--- src/rtl/evtcap_pkg.sv ---
package evtcap_pkg;
  // control word fields
  localparam int CTRL_RISE = 0;
  localparam int CTRL_FALL = 1;
  localparam int CTRL_IE   = 2;
  localparam int CTRL_W    = 3;
  // status word fields
  localparam int ST_PEND = 0;
  localparam int ST_OVF  = 1;

  typedef enum logic [1:0] {
    SEL_CTRL   = 2'd0,
    SEL_CAP_LO = 2'd1,
    SEL_CAP_HI = 2'd2,
    SEL_STAT   = 2'd3
  } reg_sel_e;

  typedef struct packed {
    logic ie;
    logic fall_en;
    logic rise_en;
  } chan_ctrl_t;
endpackage

--- src/rtl/evtcap_sync_edge.sv ---
module evtcap_sync_edge #(
  parameter int STAGES = 2
) (
  input  logic clk,
  input  logic rst_n,
  input  logic pin_i,
  output logic rise_o,
  output logic fall_o
);
  localparam int CHAIN_W = STAGES + 1;

  logic [CHAIN_W-1:0] chain_q;
  logic [CHAIN_W-1:0] chain_d;

  always_comb begin
    chain_d = {chain_q[CHAIN_W-2:0], pin_i};
  end

  always_ff @(posedge clk or negedge rst_n) begin
    if (!rst_n) chain_q <= '0;
    else        chain_q <= chain_d;
  end

  // newest synchronised level vs the one before it
  assign rise_o =  chain_q[STAGES-1] & ~chain_q[STAGES];
  assign fall_o = ~chain_q[STAGES-1] &  chain_q[STAGES];
endmodule

--- src/rtl/evtcap_channel.sv ---
module evtcap_channel
  import evtcap_pkg::*;
#(
  parameter int TIME_W = 64
) (
  input  logic              clk,
  input  logic              rst_n,
  input  logic [TIME_W-1:0] time_i,
  input  logic              rise_i,
  input  logic              fall_i,
  input  logic              ctrl_we,
  input  chan_ctrl_t        ctrl_wdata,
  input  logic              stat_we,
  input  logic [1:0]        stat_clr,
  output chan_ctrl_t        ctrl_o,
  output logic              act_o,
  output logic              pend_o,
  output logic              ovf_o,
  output logic [TIME_W-1:0] cap_o
);
  chan_ctrl_t        ctrl_q, ctrl_d;
  logic              pend_q, pend_d;
  logic              ovf_q, ovf_d;
  logic [TIME_W-1:0] cap_q;
  logic              hit, take, drop;

  assign hit  = (rise_i & ctrl_q.rise_en) | (fall_i & ctrl_q.fall_en);
  assign take = hit & ~pend_q;
  assign drop = hit &  pend_q;

  always_comb begin
    ctrl_d = ctrl_q;
    if (ctrl_we) ctrl_d = ctrl_wdata;

    pend_d = pend_q;
    if (stat_we && stat_clr[ST_PEND]) pend_d = 1'b0;
    if (take) pend_d = 1'b1;

    ovf_d = ovf_q;
    if (stat_we && stat_clr[ST_OVF]) ovf_d = 1'b0;
    if (drop) ovf_d = 1'b1;
  end

  always_ff @(posedge clk or negedge rst_n) begin
    if (!rst_n) begin
      ctrl_q <= '0;
      pend_q <= 1'b0;
      ovf_q  <= 1'b0;
    end else begin
      ctrl_q <= ctrl_d;
      pend_q <= pend_d;
      ovf_q  <= ovf_d;
    end
  end

  // capture register with explicit clock enable
  always_ff @(posedge clk or negedge rst_n) begin
    if (!rst_n)    cap_q <= '0;
    else if (take) cap_q <= time_i;
  end

  assign ctrl_o = ctrl_q;
  assign act_o  = ctrl_q.rise_en | ctrl_q.fall_en;
  assign pend_o = pend_q;
  assign ovf_o  = ovf_q;
  assign cap_o  = cap_q;
endmodule

--- src/rtl/evtcap_global.sv ---
module evtcap_global #(
  parameter int NUM_CH = 4
) (
  input  logic              clk,
  input  logic              rst_n,
  input  logic [NUM_CH-1:0] ctrl_we,
  input  logic              wr_arms,
  input  logic [NUM_CH-1:0] act,
  input  logic [NUM_CH-1:0] pend,
  input  logic [NUM_CH-1:0] ie,
  output logic              gev_en_o,
  output logic              irq_o
);
  logic gev_q, gev_d;
  logic others_act;

  assign others_act = |(act & ~ctrl_we);

  always_comb begin
    gev_d = gev_q;
    if (|ctrl_we) begin
      if (wr_arms)          gev_d = 1'b1;
      else if (!others_act) gev_d = 1'b0;
    end
  end

  always_ff @(posedge clk or negedge rst_n) begin
    if (!rst_n) gev_q <= 1'b0;
    else        gev_q <= gev_d;
  end

  assign gev_en_o = gev_q;
  assign irq_o    = gev_q & (|(pend & ie));
endmodule

--- src/rtl/evt_capture_unit.sv ---
module evt_capture_unit
  import evtcap_pkg::*;
#(
  parameter int NUM_CH      = 4,
  parameter int DATA_W      = 32,
  parameter int SYNC_STAGES = 2,
  localparam int TIME_W     = 2 * DATA_W,
  localparam int CH_W       = (NUM_CH > 1) ? $clog2(NUM_CH) : 1,
  localparam int ADDR_W     = CH_W + 3
) (
  input  logic              clk,
  input  logic              rst_n,
  input  logic [TIME_W-1:0] time_i,
  input  logic [NUM_CH-1:0] evt_pin,
  input  logic [ADDR_W-1:0] reg_addr,
  input  logic              reg_wr,
  input  logic [DATA_W-1:0] reg_wdata,
  output logic [DATA_W-1:0] reg_rdata,
  output logic              irq_o
);
  logic                     glb_sel;
  logic [CH_W-1:0]          ch_idx;
  reg_sel_e                 sel;
  logic [NUM_CH-1:0]        ctrl_we, stat_we;
  logic [NUM_CH-1:0]        act_all, pend_all, ovf_all, ie_all;
  logic [NUM_CH*TIME_W-1:0] cap_flat;
  chan_ctrl_t               ctrl_all [NUM_CH];
  chan_ctrl_t               ctrl_wd;
  logic                     gev_en;
  logic                     unused_wdata;

  assign glb_sel      = reg_addr[ADDR_W-1];
  assign ch_idx       = reg_addr[ADDR_W-2:2];
  assign sel          = reg_sel_e'(reg_addr[1:0]);
  assign ctrl_wd      = chan_ctrl_t'(reg_wdata[CTRL_W-1:0]);
  assign unused_wdata = ^reg_wdata[DATA_W-1:CTRL_W];

  genvar g;
  generate
    for (g = 0; g < NUM_CH; g++) begin : g_ch
      logic rise_w, fall_w;
      logic hit_addr;

      assign hit_addr   = reg_wr && !glb_sel && (ch_idx == CH_W'(g));
      assign ctrl_we[g] = hit_addr && (sel == SEL_CTRL);
      assign stat_we[g] = hit_addr && (sel == SEL_STAT);

      evtcap_sync_edge #(.STAGES(SYNC_STAGES)) u_sync (
        .clk    (clk),
        .rst_n  (rst_n),
        .pin_i  (evt_pin[g]),
        .rise_o (rise_w),
        .fall_o (fall_w)
      );

      evtcap_channel #(.TIME_W(TIME_W)) u_chan (
        .clk        (clk),
        .rst_n      (rst_n),
        .time_i     (time_i),
        .rise_i     (rise_w),
        .fall_i     (fall_w),
        .ctrl_we    (ctrl_we[g]),
        .ctrl_wdata (ctrl_wd),
        .stat_we    (stat_we[g]),
        .stat_clr   (reg_wdata[1:0]),
        .ctrl_o     (ctrl_all[g]),
        .act_o      (act_all[g]),
        .pend_o     (pend_all[g]),
        .ovf_o      (ovf_all[g]),
        .cap_o      (cap_flat[g*TIME_W +: TIME_W])
      );

      assign ie_all[g] = ctrl_all[g].ie;
    end
  endgenerate

  evtcap_global #(.NUM_CH(NUM_CH)) u_glb (
    .clk      (clk),
    .rst_n    (rst_n),
    .ctrl_we  (ctrl_we),
    .wr_arms  (ctrl_wd.rise_en | ctrl_wd.fall_en),
    .act      (act_all),
    .pend     (pend_all),
    .ie       (ie_all),
    .gev_en_o (gev_en),
    .irq_o    (irq_o)
  );

  always_comb begin
    reg_rdata = '0;
    if (glb_sel) begin
      reg_rdata[0]        = gev_en;
      reg_rdata[NUM_CH:1] = pend_all;
    end else begin
      for (int c = 0; c < NUM_CH; c++) begin
        if (ch_idx == CH_W'(c)) begin
          case (sel)
            SEL_CTRL:   reg_rdata[CTRL_W-1:0] = ctrl_all[c];
            SEL_CAP_LO: reg_rdata = cap_flat[c*TIME_W +: DATA_W];
            SEL_CAP_HI: reg_rdata = cap_flat[c*TIME_W+DATA_W +: DATA_W];
            default:    reg_rdata[1:0] = {ovf_all[c], pend_all[c]};
          endcase
        end
      end
    end
  end
endmodule

--- config.mk ---
export PLATFORM = sky130hd
export DESIGN_NAME = evt_capture_unit
export DESIGN_NICKNAME = d
export VERILOG_FILES = /design/src/rtl/evtcap_pkg.sv /design/src/rtl/evtcap_sync_edge.sv /design/src/rtl/evtcap_channel.sv /design/src/rtl/evtcap_global.sv /design/src/rtl/evt_capture_unit.sv
export SDC_FILE = /design/constraint.sdc
export NUM_CORES = 1
export LEC_CHECK = 0
export BUFFER_PORTS_ARGS = -buffer_cell sky130_fd_sc_hd__buf_2
export CORE_MARGIN = 2
export CORE_UTILIZATION = 40
export CTS_CLUSTER_DIAMETER = 60
export CTS_CLUSTER_SIZE = 24
export DETAILED_ROUTE_END_ITERATION = 12
export GPL_TIMING_DRIVEN = 0
export SYNTH_ARGS = -nofsm -noshare
export SYNTH_HDL_FRONTEND = slang
export SYNTH_SLANG_ARGS = --single-unit
--- constraint.sdc ---
create_clock -name clk -period 6.7 [get_ports clk]
set_input_delay 2.01 -clock clk [delete_from_list [all_inputs] [get_ports clk]]
set_output_delay 2.01 -clock clk [all_outputs]
set_load 0.01 [all_outputs]
Word-level counts from Yosys, hierarchy flattened
Index checks and enable logic that the tools add are counted.

RAM bits: 0. Bits in latches: 0. Memories kept: 0. Word-level logic and storage cells: 158. Bits of input ports: 108. Register bits after elaboration: 289. Output and inout port bits: 33. Memory bits (read-only): 0.

Magnitude comparators: 0. Reductions and logical operators: 36. Bitwise gates (word level): 49. Muxes and demuxes: 37. $add $sub $neg: 0. $mul: 0. Shift-type cells: 0. Eq/ne operators: 7. Div/mod/pow operators: 0.

Operators with widths (number): $pmux 29 s2 (4); $mux 32 (5); $mux 27 (1); $and 1x1->1 (25); $pmux 2 s3 (4); $logic_and 1x1->1 (21); $mux 1 (18); $reduce_bool 2->1 (8); $not 1->1 (12); $pmux 1 s3 (4); $reduce_or 4->1 (3); $or 1x1->1 (9); $and 4x4->4 (2); $eq 2x2->1 const B (4); $mux 5 (1); $eq 2x1->1 const B (2); $logic_not 2->1 (2); $not 4->4 (1); $ne 2x1->1 const B (1); $reduce_and 2->1 (1); $logic_not 1->1 (1).

Depth between registers and ports, before layout
Gate-level depths: netlist of run 1.

Depth after elaboration: 11. Mapped depth: 9. Gate-level depth less buffers: 6.

Cells and area by module
From an unflattened synthesis of run 1, not the netlist that was laid out.

Cells, all modules: 992. Area total of the unflattened synthesis: 14077.3 sq um.

By module, submodules not included: evtcap_channel (instances 4, cells an instance 150, area each 2829.0 sq um); evt_capture_unit (instances 1, cells an instance 360, area each 2284.7 sq um); evtcap_sync_edge (instances 4, cells an instance 5, area each 90.1 sq um); evtcap_global (instances 1, cells an instance 12, area each 116.4 sq um).

Worst setup path before layout of run 1
OpenSTA, ideal clock, no wires.

Kind: input to output. Start point: input port reg_addr[0]. End point: output port reg_rdata[2]. Stages on the path: 8. Arrival: 3245 ps. Path buffers: 2. Setup slack: 1445 ps. Cell sequence: inv_1 ha_1 buf_2 buf_4 a22oi_1 nand3_1 nand3_1 o41ai_1.

Word-level cells in the longest chain between the ends: 11.

RTL lines: start, declared (RTL line evt_capture_unit.sv:15) `input logic [ADDR_W-1:0] reg_addr,`; $eq 2x2->1, or another cell as far along (RTL line evt_capture_unit.sv:97) `case (sel)`; $pmux 1 s3 (RTL line evt_capture_unit.sv:97); $mux 32 (RTL line evt_capture_unit.sv:96) `if (ch_idx == CH_W'(c)) begin`; $mux 32 (RTL line evt_capture_unit.sv:91) `if (glb_sel) begin`; $pmux 1 s3 (RTL line evt_capture_unit.sv:97); $mux 32 (RTL line evt_capture_unit.sv:96); $pmux 1 s3 (RTL line evt_capture_unit.sv:97); $mux 32 (RTL line evt_capture_unit.sv:96); $pmux 1 s3 (RTL line evt_capture_unit.sv:97); $mux 32 (*) (RTL line evt_capture_unit.sv:96); $mux 5 (*) (RTL line evt_capture_unit.sv:91); end, declared (RTL line evt_capture_unit.sv:18) `output logic [DATA_W-1:0] reg_rdata,`.

Mark *: on every way between the ends. The rest lies on a longest branch, timed or not. The select of a mux whose other input is x is not followed.

Final worst setup path of run 1
Start point: input port reg_addr[0]. End point: output port reg_rdata[28].

Word-level cells in the longest chain between the ends: 11.

RTL lines (RTL line): $eq 2x2->1 or $eq 2x1->1 (tied branches) (evt_capture_unit.sv:97); $pmux 29 s2 (evt_capture_unit.sv:97); $mux 32 (evt_capture_unit.sv:96); $mux 32 (evt_capture_unit.sv:91); $pmux 29 s2 (evt_capture_unit.sv:97); $mux 32 (evt_capture_unit.sv:96); $pmux 29 s2 (evt_capture_unit.sv:97); $mux 32 (evt_capture_unit.sv:96); $pmux 29 s2 (evt_capture_unit.sv:97); $mux 32 (*) (evt_capture_unit.sv:96); $mux 27 (*) (evt_capture_unit.sv:91).

Marks and branches as above.

==> impl_results.md, run 1 <==
- Synthesized cell area: 13,900 µm²
- Distinct cells, synth: 54
- Ant. Diodes: 0
- Commonest non-fill, non-tap cell in the layout: dfrtp_1
- Vias: 9,389
- Worst hold path type: reg2reg
- Setup bufs post-CTS: 0
- Setup Crit Path Kind: in2out
- Num CTS Buffers: 27
- Status: finished clean
- Unrepaired setup endpoints after global routing: false
- PD cells: 367 nW/µm²
- TritonCTS Sinks: 289
- IO buf count: 110
- Slew headroom: 0.372
- Core area: 34,400 µm²
- Fin Hold WS: 0.350 ns
- Iter 0 DRT Violations: 826
- Cells on worst reg2reg path: 6
- Register bit total from synthesis: 289
- CTS tree: done
- Number of synthesized flops with an enable pin: 0
- Final min period: 6.39 ns
- Fin. max-slew vios: 0
- Crit path arrival time: 4.38 ns
- Ys flop type: dfrtp_1
- Sequential Power Share: 0.488
- Post-synth ARST share: 1.00
- Max Fclk: 0.156 GHz
- Syn Inst Count: 989
- I/O Pins: 141
- Setup TNS: 0 ns
- Skew-Pair Late Insertion Delay: 0.57 ns
- DPL Wire Length: 26,800 µm
- Combinational share of power: 0.234
- Initial antenna violation count: 1
- Sequential area share after synthesis: 0.520
- First-pass GRT wire length: 61,600 µm
- Initial Util: 0.404
- Worst setup SP type: input port
- Largest net degree at the start of global routing: 120
- Die area: 36,300 µm²
- Detailed Route WL: 40,600 µm
- Hold_buf cts: 0
- Net Count, Synth: 1,102
- # rows: 68
- Crit path required time: 4.69 ns
- NumNets Final: 1,243
- NetSw: 1.70 mW
- Die height: 190 µm
- Setup-failing EPs final: 0
- Drt first pass iters: 5
- FILL cells: 3,093
- Synthesis-to-finish area growth: 15.3%
- Max Clock Skew: 0.0340 ns
- Maxcap violations: 0
- Worst-Margin Slew: 0.942 ns
- Wire length per cell: 25.3 µm
- Synthesis warning total: 0
- IR drop worst, VDD: 0.214 mV
- Bufs on Longest Clock Path: 3
- Total leakage power: 7.15 nW
- Sw Ratio: 0.289
- Antenna viol nets, final: 0
- Fin crit share: 0.954
- Max FO, Critical Path: 10
- Post-Route Utilization: 0.466
- Int Pwr: 4.18 mW
- Placed instance count: 1,556
- PostCTS Resize Cnt: 0
- Layout cell share with drive strength beyond 1: 0.413
- Clk pwr share: 0.277
- Tot GR Track Use: 0.227
- Number of global-route vias before repair: 9,589
- Crit. End Element: output port
- Clock transition at path regs: 0.07 ns
- Non-Filler Instances: 1,605
- DRC: 0
- Fin. Hold Viols: 0
- Worst hold path cell count: 0
- Via-to-Cell Ratio: 5.85
- Routability Congestion: 0.841
- Most frequent cells in the layout: 289 x dfrtp_1, 134 x buf_2, 124 x mux2_4, 114 x mux2_2, 64 x a22oi_1
- Grt total ovfl: 0
- CTS H-tree lvls: 1
- CTS Root Cell: clkbuf_16
- Die X: 190 µm
- Mapped Avg Cell Area: 14.1 µm²
==> area by class of cell <==
type	count	area (µm²)	area share
clock buffers	28	679	0.0424
inverters	4	15.0	0.000937
clock inverters	21	256	0.0160
multi-input cells	612	5890	0.368
plain buffers	84	759	0.0474
repair buffers	112	616	0.0384
well taps	455	569	0.0355
flip-flops and latches	289	7230	0.451
==> logic make-up after synthesis <==
group | after synthesis | synth area share
mux | 278 | 0.258
buf+inv | 88 | 0.0557
flops | 289 | 0.520
fa+ha+maj | 5 | 0.00450
compound gates | 248 | 0.130
simple gates | 81 | 0.0311
==> synth_stat cells, types with 2 or more instances <==
library cell | n | area share
nand3b_1 | 4 | 0.0022
nor2b_1 | 3 | 0.0014
dfrtp_1 | 289 | 0.52
mux2_2 | 114 | 0.092
mux2_1 | 36 | 0.029
a222oi_1 | 4 | 0.0029
ha_1 | 5 | 0.0045
nand2_1 | 20 | 0.0054
clkbuf_1 | 19 | 0.0051
a31oi_1 | 2 | 0.00090
buf_8 | 6 | 0.0065
nor2b_4 | 2 | 0.0020
buf_4 | 9 | 0.0049
o21ai_2 | 4 | 0.0025
a21o_1 | 2 | 0.0011
buf_6 | 9 | 0.0073
o21ai_0 | 3 | 0.0011
nand3_1 | 5 | 0.0018
mux2i_1 | 4 | 0.0029
mux2_4 | 124 | 0.13
a21oi_1 | 61 | 0.022
inv_1 | 4 | 0.0011
a211oi_1 | 29 | 0.016
a22o_1 | 6 | 0.0038
a32oi_1 | 4 | 0.0025
buf_2 | 25 | 0.0090
a221oi_1 | 58 | 0.037
or3_1 | 2 | 0.00090
nor2_1 | 32 | 0.0086
a22oi_1 | 64 | 0.035
buf_12 | 15 | 0.022
o22a_1 | 2 | 0.0013
nor3b_2 | 2 | 0.0018
==> final timing paths <==
check | slack (ns) | start | to
setup / recovery | 0.31 | reg_addr[0] | reg_rdata[28]
hold / removal | 0.35 | g_ch[0].u_sync.chain_q[0]$_DFF_PN0_ | g_ch[0].u_sync.chain_q[1]$_DFF_PN0_
setup reg to reg | 4.89 | g_ch[3].u_chan.ctrl_o[0]$_DFFE_PN0P_ | g_ch[3].u_chan.cap_o[34]$_DFFE_PN0P_
hold reg to reg | 0.35 | g_ch[0].u_sync.chain_q[0]$_DFF_PN0_ | g_ch[0].u_sync.chain_q[1]$_DFF_PN0_
max in group asynchronous | 3.85 | rst_n | g_ch[0].u_chan.cap_o[7]$_DFFE_PN0P_
min in group asynchronous | 1.35 | rst_n | g_ch[1].u_chan.cap_o[21]$_DFFE_PN0P_
==> flip-flops by register name (all words and copies together) (netlist names) <==
register / flops
g_ch.u_chan.ctrl_o: 12
g_ch.u_chan.cap_o: 256
g_ch.u_chan.pend_o: 4
g_ch.u_sync.chain_q: 12
u_glb.gev_en_o: 1
g_ch.u_chan.ovf_o: 4
==> through the flow <==
stage,setup WS (ns),power (mW),cell area [µm²]
after floorplan,1.45,3.85,13900
after global placement,-1.89,4.19,15000
after detailed placement,0.359,4.25,15100
after CTS,0.355,5.90,16000
after global routing,0.242,6.18,16000
final,0.308,5.88,16000
==> power groups by stage <==
stage                     clock [mW]  combinational, mW  sequential (mW)
after floorplan                    0               1.10             2.75
after global placement             0               1.33             2.86
after detailed placement           0               1.38             2.88
after CTS                       1.66               1.38             2.86
after global routing            1.73               1.49             2.96
final                           1.63               1.38             2.87
==> critical path, stage by stage <==
cell and delay [ns]:
buf_2 0.15, inv_1 0.07, ha_1 0.29, nand2b_1 0.19, clkbuf_1 0.61, clkbuf_1 0.64
nor2_1 0.22, buf_2 0.20
==> layer usage <==
| layer | track usage | share of wire |
|---|---|---|
| met1 | 0.322 | 0.45 |
| met2 | 0.353 | 0.46 |
| met3 | 0.0477 | 0.064 |
| met4 | 0.0620 | 0.028 |
| met5 | 0 | 0.00032 |
Power figures use the tool's default switching activity.
==> run 2, diff against run 1 <==
--- a/config.mk
+++ b/config.mk
@@ -12,6 +12,8 @@
 export CTS_CLUSTER_SIZE = 24
 export DETAILED_ROUTE_END_ITERATION = 12
 export GPL_TIMING_DRIVEN = 0
+export RECOVER_POWER = 50
+export SLEW_MARGIN = 20
 export SYNTH_ARGS = -nofsm -noshare
 export SYNTH_HDL_FRONTEND = slang
 export SYNTH_SLANG_ARGS = --single-unit
==> impl_results.md, run 2 (synthesized netlist as in run 1, its figures left out) <==
- Via-to-Cell Ratio: 5.83
- FILL cells: 3,195
- Maxcap violations: 1
- Fin crit share: 0.954
- I/O Pins: 141
- Worst hold path cell count: 0
- CTS Root Cell: clkbuf_16
- Crit. End Element: output port
- Fin. Hold Viols: 0
- Max Clock Skew: 0.0194 ns
- Fin Hold WS: 0.347 ns
- Crit path required time: 4.69 ns
- Max Fclk: 0.156 GHz
- Sw Ratio: 0.289
- Setup bufs post-CTS: 0
- Placed cell area: 15,100 µm²
- Commonest non-fill, non-tap cell in the layout: dfrtp_1
- IO buf count: 110
- Fin. max-slew vios: 47
- Antenna viol nets, final: 0
- Storage element area: 7230 µm²
- Hold EP: g_ch[3].u_sync.chain_q[1]$_DFF_PN0_
- Sequential Power Share: 0.499
- Core area: 34,400 µm²
- Worst-Margin Slew: 3.11 ns
- NumNets Final: 1,245
- Met2 usage: 0.356
- Iter 0 DRT Violations: 611
- Status: complete, but fails checks
- Area of the multi-input gates: 5630 µm²
- Skew-Pair Late Insertion Delay: 0.56 ns
- Crit path arrival time: 4.38 ns
- Post-Layout Inst Area: 15,700 µm²
- Drt first pass iters: 5
- Ant. Diodes: 0
- Final min period: 6.39 ns
- Largest net degree at the start of global routing: 100
- DRC: 0
- Worst hold path type: reg2reg
- Die area: 36,300 µm²
- NetSw: 1.65 mW
- Initial antenna violation count: 1
- Slew headroom: -1.07
- Met1 Use GR: 0.318
- TritonCTS Sinks: 289
- Clk pwr share: 0.290
- Die X: 190 µm
- Gr busiest metal: met2
- Num CTS Buffers: 28
- CTS tree: done
- Most frequent cells in the layout: 289 x dfrtp_1, 114 x mux2_2, 107 x mux2_1, 86 x clkbuf_1, 70 x buf_2
- Unrepaired setup endpoints after global routing: false
- Detailed Route WL: 40,200 µm
- Synthesis-to-finish area growth: 13.0%
- Total leakage power: 6.87 nW
- Int Pwr: 4.06 mW
- Initial Util: 0.404
- CP Cell Sequence: buf_2 > inv_1 > ha_1 > nand2b_1 > clkbuf_1 > clkbuf_1 > nor2_1 > buf_2
- Bufs on Longest Clock Path: 3
- Max incr delay on CP: 0.65 ns
- Worst setup SP type: input port
- Crit Reg-Reg Startpoint: g_ch[2].u_chan.ctrl_o[0]$_DFFE_PN0P_
- Layout cell share with drive strength beyond 1: 0.296
- Die height: 190 µm
- Tot GR Track Use: 0.225
- # rows: 68
- Clock transition at path regs: 0.06 ns
- Setup Crit Path Kind: in2out
- Vias: 9,374
- Routability Congestion: 0.841
- RR Endpoint: g_ch[2].u_chan.cap_o[5]$_DFFE_PN0P_
- PostCTS Resize Cnt: 0
- Max FO, Critical Path: 10
- IR drop worst, VDD: 0.222 mV
- Largest register FFs: 256
- Met3 global-route usage: 0.0375
- DPL Wire Length: 26,900 µm
- Cells on worst reg2reg path: 6
- Failing checks: max-capacitance violations, max-slew violations
- Setup-failing EPs final: 0
- First-pass GRT wire length: 61,500 µm
- Hold_buf cts: 0
- Wire length per cell: 25.0 µm
- Combinational share of power: 0.211
- Slowest CP cell: clkbuf_1
- CTS H-tree lvls: 1
- Worst hold path startpoint: g_ch[3].u_sync.chain_q[0]$_DFF_PN0_
- PD cells: 364 nW/µm²
- Number of global-route vias before repair: 9,737
- Grt total ovfl: 0
- Reg2Reg Setup Slack: 4.88 ns
[run 2: cell count changes in the layout (fill, tap and decap cells not counted), sizes merged]
cell / before / now
buf: 177 / 113
clkinv: 8 / 6
clkinvlp: 2 / 1
inv: 14 / 16
clkbuf: 47 / 116
[run 2: worst max-delay path by stage]
stage / slack (ns) / startpoint / to / depth (start not counted)
2_1_floorplan: 1.45 / reg_addr[0] / reg_rdata[2] / 8
3_3_place_gp: -1.89 / rst_n / g_ch[1].u_chan.cap_o[2]$_DFFE_PN0P_ / 1
3_5_place_dp: 0.37 / reg_addr[0] / reg_rdata[28] / 8
4_1_cts: 0.37 / reg_addr[0] / reg_rdata[28] / 8
5_1_grt: 0.28 / reg_addr[0] / reg_rdata[28] / 8
6_report: 0.31 / reg_addr[0] / reg_rdata[28] / 8
[run 2: cell type report]
type / count / area share
Buffer: 84 / 0.0483
Clock buffer: 32 / 0.0475
Clock inverter: 20 / 0.0132
Inverter: 4 / 0.000956
Multi-Input combinational cell: 612 / 0.358
Sequential cell: 289 / 0.460
Tap cell: 455 / 0.0362
Timing Repair Buffer: 113 / 0.0351
[run 2: worst max-delay path, delay by kind of cell]
| family | cells | cell delay [ns] |
|---|---|---|
| fa+ha+maj | 1 | 0.28 |
| buf+inv | 5 | 1.67 |
| simple gates | 2 | 0.41 |
[run 2: power groups by stage]
stage | Sequential [mW] | Combinational (mW) | Clock [mW]
2_1_floorplan | 2.75 | 1.10 | 0
3_3_place_gp | 2.86 | 1.33 | 0
3_5_place_dp | 2.88 | 1.38 | 0
4_1_cts | 2.86 | 1.38 | 1.69
5_1_grt | 2.94 | 1.32 | 1.75
6_report | 2.85 | 1.21 | 1.65
[run 2: metal layers]
layer  part of all wire  vias to the layer above  wire length [µm]
met3              0.059                       81              2360
met2               0.46                      340             18500
li1                   -                     4066                 -
met1               0.45                     4885             18100
met4              0.029                        2              1150
met5            0.00027                        -                11
[run 2: metrics by stage]
stage	setup TNS (ns)	std cells	setup slack, ns	util	total power [mW]
final	0	1609	0.306	0.457	5.71
after global routing	0	1609	0.284	0.457	6.01
after CTS	0	1609	0.369	0.467	5.93
after detailed placement	0	1557	0.373	0.440	4.26
after global placement	-538.76	1554	-1.89	0.437	4.19
after floorplan	0	989	1.45	-	3.85
